**src/rtl/par_hs_pkg.sv**
```systemverilog
package par_hs_pkg;

  typedef enum logic [2:0] {
    ST_IDLE,
    ST_SETUP,
    ST_STROBE,
    ST_WAIT,
    ST_ACCEPT
  } hs_state_t;

  typedef enum logic {
    DIR_OUT = 1'b0,
    DIR_IN  = 1'b1
  } hs_dir_t;

  // Convert a duration in nanoseconds into clock cycles, at least one.
  function automatic int ns_to_cyc(longint hz, longint ns);
    longint c;
    c = (hz / 1000) * ns / 1000000;
    return (c < 1) ? 1 : int'(c);
  endfunction

endpackage

```
**src/rtl/par_hs_sync.sv**
```systemverilog
module par_hs_sync #(
  parameter int           W      = 1,
  parameter int           STAGES = 2,
  parameter logic [W-1:0] INIT   = '0
) (
  input  logic         clk,
  input  logic         rst,
  input  logic [W-1:0] d,
  output logic [W-1:0] q
);
  logic [W-1:0] pipe [STAGES];

  always_ff @(posedge clk) begin
    if (rst) begin
      for (int i = 0; i < STAGES; i++) pipe[i] <= INIT;
    end else begin
      pipe[0] <= d;
      for (int i = 1; i < STAGES; i++) pipe[i] <= pipe[i-1];
    end
  end

  assign q = pipe[STAGES-1];
endmodule

```
**src/rtl/par_hs_irq.sv**
```systemverilog
module par_hs_irq (
  input  logic clk,
  input  logic rst,
  input  logic ev,
  input  logic clr,
  input  logic en,
  output logic irq_o
);
  logic flag_q;
  logic flag_n;

  always_comb begin
    flag_n = flag_q;
    if (clr) flag_n = 1'b0;
    if (ev)  flag_n = 1'b1;   // a new edge wins over a clear
  end

  always_ff @(posedge clk) begin
    if (rst) begin
      flag_q <= 1'b0;
      irq_o  <= 1'b0;
    end else begin
      flag_q <= flag_n;
      irq_o  <= flag_n & en;
    end
  end

  // the flag holds until cleared
  assert_irq_sticky_R10: assert property (@(posedge clk) disable iff (rst)
    (flag_q && !clr) |=> flag_q);
endmodule

```
**src/rtl/par_hs_ctrl.sv**
```systemverilog
module par_hs_ctrl
  import par_hs_pkg::*;
#(
  parameter int DW         = 8,
  parameter int SETUP_CYC  = 480,
  parameter int PULSE_CYC  = 140,
  parameter bit TIMEOUT_EN = 1'b1,
  parameter int TIMEOUT_CYC = 2000
) (
  input  logic          clk,
  input  logic          rst,
  input  logic          mode_req,
  output logic          mode_act,
  input  logic          tx_valid,
  input  logic [DW-1:0] tx_data,
  output logic          tx_ready,
  output logic          tx_err,
  output logic          rx_valid,
  output logic [DW-1:0] rx_data,
  input  logic [DW-1:0] pd_in,
  output logic [DW-1:0] pd_out,
  output logic          pd_oe,
  output logic          strobe_n,
  input  logic          ack_s,
  output logic          ack_fall
);
  localparam int MAXC = (SETUP_CYC > PULSE_CYC) ?
                        ((SETUP_CYC > TIMEOUT_CYC) ? SETUP_CYC : TIMEOUT_CYC) :
                        ((PULSE_CYC > TIMEOUT_CYC) ? PULSE_CYC : TIMEOUT_CYC);
  localparam int CW = $clog2(MAXC + 1);
  localparam logic [CW-1:0] SETUP_M1 = CW'(SETUP_CYC - 1);
  localparam logic [CW-1:0] PULSE_M1 = CW'(PULSE_CYC - 1);
  localparam logic [CW-1:0] TOUT_M1  = CW'(TIMEOUT_CYC - 1);

  hs_state_t     state;
  hs_dir_t       dir_q;
  logic [CW-1:0] cnt;
  logic          ack_d;
  logic          ack_hit;

  assign ack_fall = ack_d & ~ack_s;
  assign mode_act = dir_q;
  assign pd_oe    = (dir_q == DIR_OUT);
  assign tx_ready = (state == ST_IDLE) && (dir_q == DIR_OUT);

  always_ff @(posedge clk) begin
    if (rst) begin
      state    <= ST_IDLE;
      dir_q    <= DIR_OUT;
      cnt      <= '0;
      strobe_n <= 1'b1;
      pd_out   <= '0;
      rx_valid <= 1'b0;
      rx_data  <= '0;
      tx_err   <= 1'b0;
      ack_d    <= 1'b1;
      ack_hit  <= 1'b0;
    end else begin
      ack_d    <= ack_s;
      rx_valid <= 1'b0;
      tx_err   <= 1'b0;
      case (state)
        ST_IDLE: begin
          if (dir_q == DIR_OUT && tx_valid) begin
            pd_out  <= tx_data;
            cnt     <= SETUP_M1;
            ack_hit <= 1'b0;
            state   <= ST_SETUP;
          end else if (dir_q == DIR_IN && ack_fall) begin
            rx_data  <= pd_in;
            rx_valid <= 1'b1;
            strobe_n <= 1'b0;
            cnt      <= PULSE_M1;
            state    <= ST_ACCEPT;
          end else begin
            dir_q <= hs_dir_t'(mode_req);
          end
        end
        ST_SETUP: begin
          if (cnt == '0) begin
            strobe_n <= 1'b0;
            cnt      <= PULSE_M1;
            state    <= ST_STROBE;
          end else begin
            cnt <= cnt - 1'b1;
          end
        end
        ST_STROBE: begin
          if (ack_fall) ack_hit <= 1'b1;
          if (cnt == '0) begin
            strobe_n <= 1'b1;
            if (ack_hit || ack_fall) begin
              state <= ST_IDLE;
            end else begin
              cnt   <= TOUT_M1;
              state <= ST_WAIT;
            end
          end else begin
            cnt <= cnt - 1'b1;
          end
        end
        ST_WAIT: begin
          if (ack_fall) begin
            state <= ST_IDLE;
          end else if (TIMEOUT_EN && cnt == '0) begin
            tx_err <= 1'b1;
            state  <= ST_IDLE;
          end else if (TIMEOUT_EN) begin
            cnt <= cnt - 1'b1;
          end
        end
        ST_ACCEPT: begin
          if (cnt == '0) begin
            strobe_n <= 1'b1;
            state    <= ST_IDLE;
          end else begin
            cnt <= cnt - 1'b1;
          end
        end
        default: state <= ST_IDLE;
      endcase
    end
  end

  // host is never offered a slot while the strobe is low
  assert_ready_strobe_R4: assert property (@(posedge clk) disable iff (rst)
    tx_ready |-> strobe_n);
  // direction is frozen during a transfer
  assert_mode_frozen_R9: assert property (@(posedge clk) disable iff (rst)
    (state != ST_IDLE) |=> $stable(dir_q));
  // received byte is flagged for a single cycle
  assert_rx_pulse_R8: assert property (@(posedge clk) disable iff (rst)
    rx_valid |=> !rx_valid);
  // delivery coincides with the accepted pulse in input direction
  assert_rx_strobe_R8: assert property (@(posedge clk) disable iff (rst)
    rx_valid |-> (!strobe_n && dir_q == DIR_IN));
  // timeout error is a single-cycle pulse
  assert_err_pulse_R6: assert property (@(posedge clk) disable iff (rst)
    tx_err |=> !tx_err);
endmodule

```
**src/rtl/par_handshake.sv**
```systemverilog
module par_handshake
  import par_hs_pkg::*;
#(
  parameter longint CLK_HZ     = 100_000_000,
  parameter int     DW         = 8,
  parameter int     SW         = 3,
  parameter int     SETUP_NS   = 4800,
  parameter int     PULSE_NS   = 1400,
  parameter bit     TIMEOUT_EN = 1'b1,
  parameter int     TIMEOUT_NS = 20000
) (
  input  logic          clk,
  input  logic          rst,
  input  logic          mode_in,
  output logic          mode_act,
  input  logic          tx_valid,
  input  logic [DW-1:0] tx_data,
  output logic          tx_ready,
  output logic          tx_err,
  output logic          rx_valid,
  output logic [DW-1:0] rx_data,
  input  logic [DW-1:0] pd_in,
  output logic [DW-1:0] pd_out,
  output logic          pd_oe,
  output logic          strobe_n,
  input  logic          ack_n,
  input  logic [SW-1:0] stat_in,
  output logic [SW-1:0] stat_q,
  input  logic          irq_en,
  input  logic          irq_clr,
  output logic          irq
);
  localparam int SETUP_CYC   = ns_to_cyc(CLK_HZ, SETUP_NS);
  localparam int PULSE_CYC   = ns_to_cyc(CLK_HZ, PULSE_NS);
  localparam int TIMEOUT_CYC = ns_to_cyc(CLK_HZ, TIMEOUT_NS);

  logic ack_s;
  logic ack_fall;

  par_hs_sync #(.W(1), .STAGES(2), .INIT(1'b1)) u_ack_sync (
    .clk(clk), .rst(rst), .d(ack_n), .q(ack_s));

  par_hs_sync #(.W(SW), .STAGES(2), .INIT('0)) u_stat_sync (
    .clk(clk), .rst(rst), .d(stat_in), .q(stat_q));

  par_hs_ctrl #(
    .DW(DW), .SETUP_CYC(SETUP_CYC), .PULSE_CYC(PULSE_CYC),
    .TIMEOUT_EN(TIMEOUT_EN), .TIMEOUT_CYC(TIMEOUT_CYC)
  ) u_ctrl (
    .clk(clk), .rst(rst), .mode_req(mode_in), .mode_act(mode_act),
    .tx_valid(tx_valid), .tx_data(tx_data), .tx_ready(tx_ready),
    .tx_err(tx_err), .rx_valid(rx_valid), .rx_data(rx_data),
    .pd_in(pd_in), .pd_out(pd_out), .pd_oe(pd_oe), .strobe_n(strobe_n),
    .ack_s(ack_s), .ack_fall(ack_fall));

  par_hs_irq u_irq (
    .clk(clk), .rst(rst), .ev(ack_fall), .clr(irq_clr), .en(irq_en),
    .irq_o(irq));
endmodule

```
**config.mk**
```make
export PLATFORM = sky130hd
export DESIGN_NAME = par_handshake
export DESIGN_NICKNAME = d
export VERILOG_FILES = /design/src/rtl/par_hs_pkg.sv /design/src/rtl/par_hs_sync.sv /design/src/rtl/par_hs_irq.sv /design/src/rtl/par_hs_ctrl.sv /design/src/rtl/par_handshake.sv
export SDC_FILE = /design/constraint.sdc
export NUM_CORES = 1
export LEC_CHECK = 0
export ABC_AREA = 1
export BUFFER_PORTS_ARGS = -buffer_cell sky130_fd_sc_hd__clkbuf_2
export CAP_MARGIN = 20
export CELL_PAD_IN_SITES_DETAIL_PLACEMENT = 1
export CELL_PAD_IN_SITES_GLOBAL_PLACEMENT = 2
export CORE_UTILIZATION = 31
export DETAILED_ROUTE_END_ITERATION = 10
export GPL_TIMING_DRIVEN = 1
export PLACE_DENSITY_LB_ADDON = 0.08
export SETUP_SLACK_MARGIN = 0.2
export SLEW_MARGIN = 20
export SYNTH_ARGS = -nofsm -noshare
export SYNTH_HDL_FRONTEND = slang
export SYNTH_HIERARCHICAL = 1
export SYNTH_SLANG_ARGS = --single-unit
```
**constraint.sdc**
```tcl
create_clock -name clk -period 3.5 [get_ports clk]
set_input_delay 0.875 -clock clk [delete_from_list [all_inputs] [get_ports clk]]
set_output_delay 0.875 -clock clk [all_outputs]
set_load 0.01 [all_outputs]
```
==> impl_metrics.prom, run 1 <==
# TYPE chip_impl_metric gauge
chip_impl_info{name="run_status",value="completed"} 1
chip_impl_metric{name="route.detailed.wl_per_inst",unit="µm"} 12.52
chip_impl_metric{name="p_clk_share",unit="%"} 19.1
chip_impl_info{name="criticalPathCategory",value="reg -> out"} 1
chip_impl_info{name="cts_tree",value="done"} 1
chip_impl_metric{name="final.hold.worst_slack",unit="ns"} 0.4051
chip_impl_metric{name="cellInternalPower",unit="mW"} 1.142
chip_impl_info{name="unrepaired_setup_endpoints_after_global_routing",value="no"} 1
chip_impl_metric{name="ff2ff_setup_slack",unit="ns"} 1.40
chip_impl_metric{name="timing.final.crit_share",unit="%"} 61.49
chip_impl_metric{name="initial_utilization",unit="%"} 32.08
chip_impl_metric{name="met2_global_route_usage",unit="%"} 29.60
chip_impl_metric{name="drt.antenna.violating_nets",unit=""} 0
chip_impl_metric{name="drv_slew",unit=""} 0
chip_impl_metric{name="worst_skew_pair.late_latency",unit="ns"} 0.29
chip_impl_metric{name="globalplace.congestion",unit=""} 0.7900
chip_impl_metric{name="std_cell_rows",unit=""} 30
chip_impl_metric{name="cp_max_fo",unit=""} 7
chip_impl_metric{name="track_usage",unit="%"} 17.08
chip_impl_metric{name="die_width",unit="µm"} 85.85
chip_impl_metric{name="syn-mean-instance-area",unit="µm²"} 6.941
chip_impl_metric{name="drt_iter0_drc",unit=""} 32
chip_impl_metric{name="syn-num-nets",unit=""} 342
chip_impl_metric{name="core_area",unit="mm²"} 0.006794
chip_impl_info{name="crit_chain",value="nor2_4, nand2_2, nor2_1, clkbuf_2"} 1
chip_impl_metric{name="report.final.setup_viol",unit=""} 0
chip_impl_metric{name="fp.dieArea",unit="mm²"} 0.007370
chip_impl_metric{name="p_comb_share",unit="%"} 44.9
chip_impl_metric{name="place_hpwl",unit="µm"} 4523
chip_impl_metric{name="clock_tree.buffer_depth",unit=""} 2
chip_impl_metric{name="ioPinCount",unit=""} 52
chip_impl_metric{name="report.final.hold_viol_count",unit=""} 0
chip_impl_info{name="crit_path_launch_type",value="flip-flop"} 1
chip_impl_metric{name="p_leak",unit="nW"} 1.306
chip_impl_metric{name="met1_use_gr",unit="%"} 22.10
chip_impl_info{name="cp-end-kind",value="primary output"} 1
chip_impl_metric{name="netlist_instances",unit=""} 314
chip_impl_metric{name="drcViolationCount",unit=""} 0
chip_impl_metric{name="portBuffers",unit=""} 51
chip_impl_metric{name="layout_net_count",unit=""} 393
chip_impl_metric{name="fraction_of_the_mapped_netlist_area_in_adder_cells",unit="%"} 1.148
chip_impl_metric{name="yosysSeqAreaShare",unit="%"} 42.25
chip_impl_metric{name="die_height",unit="µm"} 85.85
chip_impl_metric{name="switching_share",unit="%"} 43.86
chip_impl_metric{name="power-per-cell-area",unit="mW/mm²"} 777.5
chip_impl_metric{name="worst_hold_path.num_cells",unit=""} 2
chip_impl_metric{name="skew",unit="ns"} 0.006665
chip_impl_metric{name="synth.lib_cells_used.distinct",unit=""} 29
chip_impl_info{name="largest_family_of_logic_cells_by_synthesized_area",value="simple AND/OR/NAND/NOR gates"} 1
chip_impl_metric{name="cts_hold_repair.buffers",unit=""} 0
chip_impl_metric{name="final_period_minus_worst_setup_slack",unit="ns"} 2.152
chip_impl_metric{name="grt_max_degree",unit=""} 24
chip_impl_metric{name="maxCapViolCount",unit=""} 0
chip_impl_metric{name="per_cell_via_count_in_the_routed_design",unit=""} 4.481
chip_impl_metric{name="postCtsSetupRepairBufs",unit=""} 0
chip_impl_metric{name="total_power",unit="mW"} 2.034
chip_impl_info{name="critPathSlowestCell",value="sky130_fd_sc_hd__dfxtp_1"} 1
chip_impl_info{name="global_route.peak_usage_layer",value="met2"} 1
chip_impl_metric{name="grt_antenna_before_repair",unit=""} 0
chip_impl_metric{name="cts.clk_slew.worst_paths",unit="ns"} 0.08
chip_impl_metric{name="mappedNetlistArea",unit="mm²"} 0.002180
chip_impl_metric{name="xor_xnor_share_of_the_synthesized_area",unit="%"} 1.206
chip_impl_metric{name="first_global_vias",unit=""} 2069
chip_impl_metric{name="cts_repair_resize_count",unit=""} 0
chip_impl_metric{name="rr_worst_depth",unit=""} 11
chip_impl_metric{name="ys_seq_elements",unit=""} 46
chip_impl_metric{name="first_pass_grt_wire_length",unit="µm"} 9942
chip_impl_metric{name="area_delta_synth_final",unit="%"} 20.03
chip_impl_info{name="critical_path.top_delay_family",value="simple AND/OR/NAND/NOR gates"} 1
chip_impl_metric{name="setup_tns",unit="ns"} 0
chip_impl_metric{name="post_route_cells_drive_above_1_share",unit="%"} 23.22
chip_impl_metric{name="grt_use_met3",unit="%"} 3.272
chip_impl_metric{name="synth_compound_area_share",unit="%"} 11.60
chip_impl_metric{name="detailroute.via_count",unit=""} 2070
chip_impl_metric{name="tritoncts.num_buffers",unit=""} 5
chip_impl_metric{name="clock-sinks",unit=""} 46
chip_impl_metric{name="cts_htree_levels",unit=""} 2
chip_impl_info{name="cts.root.buffer_cell",value="sky130_fd_sc_hd__clkbuf_8"} 1
chip_impl_metric{name="max_freq",unit="MHz"} 464.6
chip_impl_info{name="hold_path_class",value="reg -> reg"} 1
chip_impl_metric{name="cp_num_cells",unit=""} 4
chip_impl_metric{name="synthSimpleGateAreaFrac",unit="%"} 35.19
chip_impl_metric{name="timing.critical_path.arrival",unit="ns"} 1.28
chip_impl_metric{name="rel_slew_slack",unit="%"} 60.09
chip_impl_metric{name="path_buf_inv",unit=""} 1
chip_impl_metric{name="yosys-mux-area-fraction",unit="%"} 0
chip_impl_metric{name="gr-total-overflow",unit=""} 0
chip_impl_metric{name="net-switching-power",unit="mW"} 0.8921
chip_impl_metric{name="timing.critical_path.slowest_cell_delay",unit="ns"} 0.40
chip_impl_metric{name="power_frac_seq",unit="%"} 35.9
chip_impl_metric{name="routed_wl",unit="µm"} 5783
chip_impl_metric{name="drt-pass1-iter-count",unit=""} 4
chip_impl_metric{name="irDropWorstVdd",unit="mV"} 0.2276
chip_impl_metric{name="worstMarginPinSlew",unit="ns"} 0.5980
chip_impl_metric{name="n_antenna_cell",unit=""} 0
chip_impl_metric{name="number_of_warnings_printed_during_yosys_synthesis",unit=""} 6
chip_impl_metric{name="worst_ep_required_time",unit="ns"} 2.62
-- per-layer routing --
layer / wire (µm) / vias up
li1: - / 1093
met1: 2759 / 941
met2: 2796 / 32
met3: 177 / 4
met4: 50 / 0
met5: 0 / -
-- worst reg2reg max path: stages (launching register included) --
cell and delay, ns:
sky130_fd_sc_hd__dfxtp_1 0.34, sky130_fd_sc_hd__inv_1 0.16, sky130_fd_sc_hd__ha_1 0.17, sky130_fd_sc_hd__inv_1 0.05
sky130_fd_sc_hd__nor2_1 0.15, sky130_fd_sc_hd__nand3_2 0.14, sky130_fd_sc_hd__nor2_4 0.20, sky130_fd_sc_hd__nand2_1 0.11
sky130_fd_sc_hd__nand2_2 0.25, sky130_fd_sc_hd__inv_2 0.16, sky130_fd_sc_hd__o21ai_0 0.19, sky130_fd_sc_hd__a21oi_1 0.06
-- cell usage after synthesis (all sizes together) --
library cell | number | area (µm²)
nand2 | 71 | 279.0
nor2 | 71 | 321.6
dfxtp | 46 | 920.9
inv | 36 | 135.1
o21ai | 25 | 128.9
a21oi | 20 | 103.9
nand3 | 18 | 95.09
buf | 4 | 33.78
nor3 | 4 | 25.02
clkbuf | 3 | 11.26
xor2 | 3 | 26.28
and2 | 2 | 12.51
clkinv | 2 | 7.510
ha | 2 | 25.02
nand3b | 2 | 15.01
nand4 | 2 | 12.51
nor4 | 1 | 6.260
o21bai | 1 | 11.26
o311ai | 1 | 8.760
-- flip-flops by register name, summed over array words and instances (netlist names) --
name and count:
u_ctrl/mode_act 1, u_ctrl/rx_valid 1, u_irq/irq_o 1, u_ctrl/cnt 11, u_ctrl/state 3, u_ctrl/rx_data 8
u_ctrl/tx_err 1, u_ctrl/ack_d 1, u_ctrl/pd_out 8, u_ctrl/ack_hit 1, u_irq/flag_q 1, u_ack_sync/pipe 2
u_ctrl/strobe_n 1, u_stat_sync/pipe 6
-- power by group through the flow --
stage	clock [mW]	combinational, mW	sequential, mW
after floorplan	0	0.664	0.734
after global placement	0	0.910	0.744
after detailed placement	0	0.919	0.743
after CTS	0.404	0.926	0.733
after global routing	0.428	1.03	0.751
final	0.389	0.914	0.731
-- cells in the final DEF, fill, tap and decap left out, types with 2 or more instances in the layout --
cell type	synthesis	routed
sky130_fd_sc_hd__a21oi_1	19	19
sky130_fd_sc_hd__and2_1	2	2
sky130_fd_sc_hd__clkbuf_1	3	2
sky130_fd_sc_hd__clkbuf_2	0	51
sky130_fd_sc_hd__clkbuf_8	0	5
sky130_fd_sc_hd__clkinv_1	2	2
sky130_fd_sc_hd__dfxtp_1	46	46
sky130_fd_sc_hd__ha_1	2	2
sky130_fd_sc_hd__inv_1	28	28
sky130_fd_sc_hd__inv_2	8	8
sky130_fd_sc_hd__nand2_1	66	66
sky130_fd_sc_hd__nand2_2	5	5
sky130_fd_sc_hd__nand3_1	17	17
sky130_fd_sc_hd__nand3b_1	2	2
sky130_fd_sc_hd__nand4_1	2	2
sky130_fd_sc_hd__nor2_1	61	61
sky130_fd_sc_hd__nor2_2	4	4
sky130_fd_sc_hd__nor2_4	6	6
sky130_fd_sc_hd__nor3_1	3	3
sky130_fd_sc_hd__o21ai_0	23	23
sky130_fd_sc_hd__xor2_1	3	3
-- through the flow --
step | utilization (%) | instances | instance area [µm²] | worst slack, ns
2_1_floorplan | - | 314 | 2180 | 1.749
3_3_place_gp | 36.94 | 454 | 2510 | 1.293
3_5_place_dp | 36.94 | 454 | 2510 | 1.232
4_1_cts | 38.51 | 462 | 2616 | 1.335
5_1_grt | 38.51 | 462 | 2616 | 1.182
6_report | 38.51 | 462 | 2616 | 1.348
-- cell type report --
class	instances	area, µm²
clock buffer	7	76.32
multi-input combinational	223	1071
timing repair buffer	51	255.2
fill	911	4178
tap	96	120.1
inverter	38	142.6
clock inverter	1	30.03
sequential	46	920.9
-- path summary, 6_finish.rpt --
kind                          startpoint                      to
setup reg to reg           u_ctrl/cnt[0]           u_ctrl/cnt[4]
hold / removal    u_stat_sync/pipe[0][0]  u_stat_sync/pipe[0][3]
setup / recovery         u_ctrl/state[0]                tx_ready
hold reg to reg   u_stat_sync/pipe[0][0]  u_stat_sync/pipe[0][3]
-- kinds of logic after synthesis --
group / after synthesis
AO/OA/AOI/OAI: 47
AND/OR/NAND/NOR: 171
buffers and inverters: 45
XOR/XNOR: 3
flip-flops: 46
adder cells (fa/ha/maj): 2
Note: power is estimated with default switching activity, not from simulation.
==> inputs of run 2 (changes only) <==
Settings changed: CORE_UTILIZATION 31 to 26.
Clock period 3.5 ns to 1.9 ns, I/O delays scaled along.
==> run 2 against run 1 <==
  * Critical path depth unchanged
  * First-iteration DRC count increased by 47%
  * Highest routed layer unchanged
  * Critical endpoint unchanged
  * Flip-flop and latch count unchanged
  * Wire length increased by 9.1%
  * Register-to-register slack got worse by 1.1 ns
  * Hold slack got worse by 0.061 ns
  * Worst setup slack got worse by 1.1 ns
  * Sequential power increased by 85%
==> impl_metrics.prom, run 2 (synthesis results as in run 1) <==
# TYPE chip_impl_metric gauge
chip_impl_info{name="run_status",value="completed"} 1
chip_impl_metric{name="skew",unit="ns"} 0.01059
chip_impl_metric{name="n_antenna_cell",unit=""} 0
chip_impl_metric{name="post-route-cell-area",unit="mm²"} 0.002907
chip_impl_info{name="registers.top_by_ff_count",value="u_ctrl/cnt"} 1
chip_impl_metric{name="largest_register_ffs",unit=""} 11
chip_impl_metric{name="setup_tns",unit="ns"} 0
chip_impl_metric{name="route.detailed.wl_per_inst",unit="µm"} 12.80
chip_impl_metric{name="tritoncts.num_buffers",unit=""} 5
chip_impl_metric{name="place_hpwl",unit="µm"} 4731
chip_impl_metric{name="clock-sinks",unit=""} 46
chip_impl_metric{name="initial_utilization",unit="%"} 26.66
chip_impl_metric{name="dpl-instance-area",unit="mm²"} 0.002596
chip_impl_metric{name="dr_wl_met2",unit="µm"} 3153
chip_impl_metric{name="max_freq",unit="MHz"} 612.4
chip_impl_metric{name="per_cell_via_count_in_the_routed_design",unit=""} 4.538
chip_impl_metric{name="std_cell_rows",unit=""} 33
chip_impl_metric{name="gr-total-overflow",unit=""} 0
chip_impl_metric{name="fp.dieArea",unit="mm²"} 0.008753
chip_impl_info{name="topRoutingLayerUsed",value="met4"} 1
chip_impl_info{name="cp-end-kind",value="primary output"} 1
chip_impl_info{name="unrepaired_setup_endpoints_after_global_routing",value="no"} 1
chip_impl_metric{name="post-place-cells",unit=""} 473
chip_impl_info{name="cts_tree",value="done"} 1
chip_impl_metric{name="clock_tree.buffer_depth",unit=""} 2
chip_impl_metric{name="cts_htree_levels",unit=""} 2
chip_impl_info{name="criticalPathCategory",value="reg -> out"} 1
chip_impl_metric{name="worstMarginPinSlew",unit="ns"} 0.4859
chip_impl_metric{name="drcViolationCount",unit=""} 0
chip_impl_metric{name="detailroute.via_count",unit=""} 2237
chip_impl_metric{name="grt_max_degree",unit=""} 24
chip_impl_metric{name="cts.clk_slew.worst_paths",unit="ns"} 0.09
chip_impl_info{name="cts.root.buffer_cell",value="sky130_fd_sc_hd__clkbuf_8"} 1
chip_impl_metric{name="ioPinCount",unit=""} 52
chip_impl_metric{name="p_leak",unit="nW"} 1.423
chip_impl_metric{name="first_pass_grt_wire_length",unit="µm"} 10210
chip_impl_metric{name="timing.final.crit_share",unit="%"} 85.95
chip_impl_metric{name="drt-pass1-iter-count",unit=""} 4
chip_impl_metric{name="die_height",unit="µm"} 93.56
chip_impl_metric{name="report.final.setup_viol",unit=""} 0
chip_impl_metric{name="area_delta_synth_final",unit="%"} 33.35
chip_impl_metric{name="drt.antenna.violating_nets",unit=""} 0
chip_impl_metric{name="portBuffers",unit=""} 51
chip_impl_metric{name="layout_net_count",unit=""} 415
chip_impl_metric{name="power-per-cell-area",unit="mW/mm²"} 1454
chip_impl_metric{name="core_area",unit="mm²"} 0.008175
chip_impl_metric{name="final_cells",unit=""} 493
chip_impl_metric{name="maxCapViolCount",unit=""} 0
chip_impl_metric{name="rel_slew_slack",unit="%"} 67.36
chip_impl_metric{name="grt_antenna_before_repair",unit=""} 0
chip_impl_metric{name="routed-wl-met3",unit="µm"} 214
chip_impl_metric{name="drv_slew",unit=""} 0
chip_impl_metric{name="worst_skew_pair.late_latency",unit="ns"} 0.30
chip_impl_metric{name="routedLengthMet1",unit="µm"} 2841
chip_impl_metric{name="die_width",unit="µm"} 93.56
chip_impl_info{name="final_cell_mix",value="sky130_fd_sc_hd__nand2_1, sky130_fd_sc_hd__nor2_1, sky130_fd_sc_hd__clkbuf_2, sky130_fd_sc_hd__dfxtp_1, sky130_fd_sc_hd__inv_1"} 1
chip_impl_metric{name="first_global_vias",unit=""} 2149
chip_impl_metric{name="final_period_minus_worst_setup_slack",unit="ns"} 1.633
chip_impl_metric{name="final.hold.worst_slack",unit="ns"} 0.3445
chip_impl_info{name="regs_by_ff_count",value="u_ctrl/cnt (11), u_ctrl/pd_out (8), u_ctrl/rx_data (8)"} 1
chip_impl_metric{name="track_usage",unit="%"} 14.97
chip_impl_metric{name="drt_iter0_drc",unit=""} 47
chip_impl_metric{name="worst_ep_required_time",unit="ns"} 1.42
chip_impl_metric{name="routed_wl",unit="µm"} 6310
chip_impl_metric{name="post_route_cells_drive_above_1_share",unit="%"} 33.76
chip_impl_info{name="hold_path_class",value="in -> reg"} 1
chip_impl_metric{name="cp_max_fo",unit=""} 4
chip_impl_metric{name="irDropWorstVdd",unit="mV"} 0.4951
chip_impl_metric{name="timing.critical_path.arrival",unit="ns"} 1.16
chip_impl_info{name="crit_path_launch_type",value="flip-flop"} 1
chip_impl_metric{name="report.final.hold_viol_count",unit=""} 0
chip_impl_metric{name="globalplace.congestion",unit=""} 0.7539
chip_impl_info{name="final_common_cell",value="sky130_fd_sc_hd__nand2_1"} 1
[run 2: changes by cell type in the layout (fill, tap and decap cells not counted), moves of 4 or more]
| cell | change |
|---|---|
| sky130_fd_sc_hd__inv_4 | +4 |
| sky130_fd_sc_hd__dfxtp_1 | -5 |
| sky130_fd_sc_hd__buf_4 | +19 |
| sky130_fd_sc_hd__nor2_1 | -4 |
[run 2: layer usage]
layer	track usage [%]	vias to the layer above
met3	2.683	9
met2	26.04	34
li1	-	1138
met5	0	-
met1	18.41	1056
met4	5.256	0
[run 2: critical path, cell delays in order, from the launching register on]
cell,delay (ns)
sky130_fd_sc_hd__dfxtp_4,0.37
sky130_fd_sc_hd__nor2_4,0.19
sky130_fd_sc_hd__nand2_4,0.10
sky130_fd_sc_hd__nor2_4,0.08
sky130_fd_sc_hd__buf_2,0.13
[run 2: power breakdown]
part	switching, mW	leakage [nW]	internal [mW]
clock network	0.366	0.0447	0.266
logic	1.33	0.998	0.914
registers	0.183	0.380	1.17
total	1.88	1.42	2.35
[run 2: final cells by class]
cell class,instances,area [µm²]
flip-flops and latches,46,934.6
well taps,105,131.4
multi-input cells,223,1154
clock buffers,5,68.82
fillers,1043,5269
clock inverters,3,25.02
inverters,38,152.6
repair buffers,73,440.4
[run 2: timing repair]
action	4_1_cts	5_1_grt
gates cloned	0	0
pin swaps	1	14
setup buffers	3	9
gates resized for setup	8	33
setup endpoints to repair	14	15
hold buffers	0	0
[run 2: metrics by stage]
stage          utilization [%]  total power, mW  worst slack, ns
2_1_floorplan                -            2.575           0.3109
3_3_place_gp             31.76            3.163           0.1969
3_5_place_dp             31.76            3.161           0.1338
4_1_cts                  33.56            3.951           0.2048
5_1_grt                  35.55            4.601           0.1771
6_report                 35.55            4.227           0.2670
[run 2: final timing paths]
path,depth (start not counted),endpoint,slack [ns],startpoint
min reg2reg,2,u_stat_sync/pipe[0][4],0.41,u_stat_sync/pipe[0][1]
max,4,tx_ready,0.27,u_ctrl/state[0]
min,3,u_ack_sync/pipe[0][0],0.34,ack_n
max reg2reg,11,u_ctrl/cnt[1],0.27,u_ctrl/cnt[0]
==> inputs of run 3 (changes only) <==
Settings changed: PLACE_DENSITY from default to 0.83, PLACE_DENSITY_LB_ADDON 0.08 to default.
==> run 3 against run 2 <==
  * Clock power increased by 17%
  * Combinational power down 11%
  * Clock-buffer cell count up 1
  * Power decreased by 3.0%
  * Die area stayed put
  * Final cell count decreased by 1.6%
  * Critical path depth is 7 higher
  * First-iteration DRC count down 13%
  * Flip-flop and latch count unchanged
  * Critical endpoint is now u_ctrl/cnt[1]
  * Largest power group unchanged
==> impl_metrics.prom, run 3 (synthesis results as in run 1) <==
# TYPE chip_impl_metric gauge
chip_impl_metric{name="final.hold.worst_slack",unit="ns"} 0.3411
chip_impl_metric{name="power-per-cell-area",unit="mW/mm²"} 1452
chip_impl_metric{name="placement.setup.worst_slack",unit="ns"} 0.1055
chip_impl_metric{name="cts_hold_repair.buffers",unit=""} 0
chip_impl_metric{name="setup_tns",unit="ns"} 0
chip_impl_metric{name="timing.critical_path.arrival",unit="ns"} 1.87
chip_impl_metric{name="grt_max_degree",unit=""} 24
chip_impl_metric{name="final_period_minus_worst_setup_slack",unit="ns"} 1.668
chip_impl_metric{name="worst_skew_pair.late_latency",unit="ns"} 0.30
chip_impl_metric{name="drcViolationCount",unit=""} 0
chip_impl_metric{name="die_height",unit="µm"} 93.56
chip_impl_metric{name="area_delta_synth_final",unit="%"} 29.62
chip_impl_metric{name="final_cells",unit=""} 485
chip_impl_metric{name="drt.antenna.violating_nets",unit=""} 0
chip_impl_metric{name="largest_register_ffs",unit=""} 11
chip_impl_metric{name="gr-total-overflow",unit=""} 0
chip_impl_metric{name="drt_iter0_drc",unit=""} 41
chip_impl_metric{name="n_antenna_cell",unit=""} 0
chip_impl_metric{name="post-place-cells",unit=""} 474
chip_impl_metric{name="p_clk_share",unit="%"} 18.0
chip_impl_info{name="regs_by_ff_count",value="u_ctrl/cnt (11), u_ctrl/pd_out (8), u_ctrl/rx_data (8)"} 1
chip_impl_metric{name="layout_net_count",unit=""} 407
chip_impl_metric{name="per_cell_via_count_in_the_routed_design",unit=""} 4.513
chip_impl_info{name="crit_chain",value="inv_4, ha_4, inv_2, nor2_4, nand3_4, nor2_4, nand2_1, nand2_4, buf_4, a21oi_1, and2_1"} 1
chip_impl_metric{name="first_pass_grt_wire_length",unit="µm"} 10500
chip_impl_info{name="global_route.peak_usage_layer",value="met2"} 1
chip_impl_metric{name="ioPinCount",unit=""} 52
chip_impl_metric{name="globalplace.congestion",unit=""} 0.8242
chip_impl_metric{name="timing.critical_path.slowest_cell_delay",unit="ns"} 0.37
chip_impl_metric{name="cts_htree_levels",unit=""} 2
chip_impl_metric{name="report.final.hold_viol_count",unit=""} 0
chip_impl_metric{name="fp.dieArea",unit="mm²"} 0.008753
chip_impl_metric{name="clock_tree.buffer_depth",unit=""} 2
chip_impl_metric{name="post_route_cells_drive_above_1_share",unit="%"} 30.79
chip_impl_metric{name="drv_slew",unit=""} 0
chip_impl_metric{name="std_cell_rows",unit=""} 33
chip_impl_metric{name="max_freq",unit="MHz"} 599.4
chip_impl_info{name="unrepaired_setup_endpoints_after_global_routing",value="yes"} 1
chip_impl_metric{name="rel_slew_slack",unit="%"} 71.47
chip_impl_metric{name="net-switching-power",unit="mW"} 1.804
chip_impl_metric{name="report.final.setup_viol",unit=""} 0
chip_impl_metric{name="fillers",unit=""} 1077
chip_impl_metric{name="path_buf_inv",unit=""} 3
chip_impl_metric{name="final_core_util",unit="%"} 34.56
chip_impl_info{name="cts.root.buffer_cell",value="sky130_fd_sc_hd__clkbuf_8"} 1
chip_impl_metric{name="cp_num_cells",unit=""} 11
chip_impl_metric{name="power_frac_seq",unit="%"} 33.4
chip_impl_metric{name="post-route-cell-area",unit="mm²"} 0.002825
chip_impl_metric{name="dpl-instance-area",unit="mm²"} 0.002604
chip_impl_metric{name="switching_share",unit="%"} 43.99
chip_impl_info{name="critical_path.top_delay_family",value="simple AND/OR/NAND/NOR gates"} 1
chip_impl_metric{name="met1_use_gr",unit="%"} 19.30
chip_impl_metric{name="rr_worst_depth",unit=""} 11
chip_impl_info{name="cp-end-kind",value="flip-flop"} 1
chip_impl_metric{name="track_usage",unit="%"} 15.22
chip_impl_metric{name="routed_wl",unit="µm"} 6229
chip_impl_metric{name="detailroute.via_count",unit=""} 2189
chip_impl_info{name="critPathSlowestCell",value="sky130_fd_sc_hd__dfxtp_4"} 1
chip_impl_metric{name="cellInternalPower",unit="mW"} 2.297
chip_impl_info{name="critPathMostFrequentCell",value="sky130_fd_sc_hd__nor2_4"} 1
chip_impl_info{name="crit_path_launch_type",value="flip-flop"} 1
chip_impl_metric{name="worst_hold_path.num_cells",unit=""} 3
chip_impl_metric{name="finalWorstSetupSlack",unit="ns"} 0.2317
chip_impl_info{name="hold_path_class",value="in -> reg"} 1
chip_impl_metric{name="die_width",unit="µm"} 93.56
chip_impl_metric{name="total_power",unit="mW"} 4.101
chip_impl_metric{name="portBuffers",unit=""} 51
chip_impl_metric{name="timing.final.crit_share",unit="%"} 87.81
chip_impl_info{name="final_cell_mix",value="sky130_fd_sc_hd__nand2_1, sky130_fd_sc_hd__nor2_1, sky130_fd_sc_hd__clkbuf_2, sky130_fd_sc_hd__dfxtp_1, sky130_fd_sc_hd__inv_1"} 1
chip_impl_metric{name="grt_use_met3",unit="%"} 3.577
chip_impl_info{name="registers.top_by_ff_count",value="u_ctrl/cnt"} 1
chip_impl_info{name="cts_tree",value="done"} 1
chip_impl_metric{name="worstMarginPinSlew",unit="ns"} 0.4225
chip_impl_metric{name="irDropWorstVdd",unit="mV"} 0.5300
chip_impl_metric{name="skew",unit="ns"} 0.005262
chip_impl_metric{name="tritoncts.num_buffers",unit=""} 5
chip_impl_metric{name="p_comb_share",unit="%"} 48.6
chip_impl_metric{name="drt-pass1-iter-count",unit=""} 4
chip_impl_metric{name="met2_global_route_usage",unit="%"} 26.41
chip_impl_metric{name="maxCapViolCount",unit=""} 0
chip_impl_metric{name="clock-sinks",unit=""} 46
chip_impl_metric{name="worst_ep_required_time",unit="ns"} 2.10
chip_impl_metric{name="place_hpwl",unit="µm"} 4727
chip_impl_metric{name="initial_utilization",unit="%"} 26.66
chip_impl_info{name="run_status",value="completed"} 1
chip_impl_metric{name="core_area",unit="mm²"} 0.008175
chip_impl_info{name="final_common_cell",value="sky130_fd_sc_hd__nand2_1"} 1
chip_impl_metric{name="p_leak",unit="nW"} 1.385
chip_impl_metric{name="route.detailed.wl_per_inst",unit="µm"} 12.84
chip_impl_info{name="criticalPathCategory",value="reg -> reg"} 1
chip_impl_metric{name="cts.clk_slew.worst_paths",unit="ns"} 0.09
chip_impl_metric{name="grt_antenna_before_repair",unit=""} 0
chip_impl_metric{name="cp_max_fo",unit=""} 6
chip_impl_metric{name="first_global_vias",unit=""} 2267
## run 3: power groups by stage
stage | registers, mW | logic (mW) | clock network (mW)
after floorplan | 1.35 | 1.22 | 0
after global placement | 1.36 | 1.76 | 0
after detailed placement | 1.36 | 1.79 | 0
after CTS | 1.35 | 1.84 | 0.765
after global routing | 1.40 | 2.23 | 0.794
final | 1.37 | 1.99 | 0.740
## run 3: final cells by class
cell class,count,area (µm²),share of cell area [%]
Inverter,38,150.1,5.314
Timing Repair Buffer,65,364.1,12.89
Sequential cell,46,932.1,32.99
Tap cell,105,131.4,4.650
Clock inverter,2,37.54,1.329
Multi-Input combinational cell,223,1137,40.26
Clock buffer,6,72.57,2.569
## run 3: final timing paths
check / startpoint / end / slack, ns
setup / recovery: u_ctrl/cnt[0] / u_ctrl/cnt[1] / 0.23
hold / removal: ack_n / u_ack_sync/pipe[0][0] / 0.34
setup reg to reg: u_ctrl/cnt[0] / u_ctrl/cnt[1] / 0.23
hold reg to reg: u_stat_sync/pipe[0][2] / u_stat_sync/pipe[0][5] / 0.41
## run 3: timing repair
| action | in CTS | in global routing |
|---|---|---|
| setup buffers | 1 | 2 |
| gates resized for setup | 6 | 25 |
| pin swaps | 2 | 4 |
| setup endpoints to repair | 14 | 14 |
## run 3: worst register-to-register path, delay by kind of cell, from the launching register on
kind	cells	cell delay (ns)
AND/OR/NAND/NOR	6	0.74
adder cells (fa/ha/maj)	1	0.13
AO/OA/AOI/OAI	1	0.07
flip-flops	1	0.37
buffers and inverters	3	0.26
## run 3: layer usage
| metal | wire length, µm | vias up |
|---|---|---|
| met5 | 0 | - |
| met4 | 32 | 0 |
| met3 | 306 | 4 |
| met2 | 3044 | 48 |
| met1 | 2846 | 1021 |
| li1 | - | 1116 |
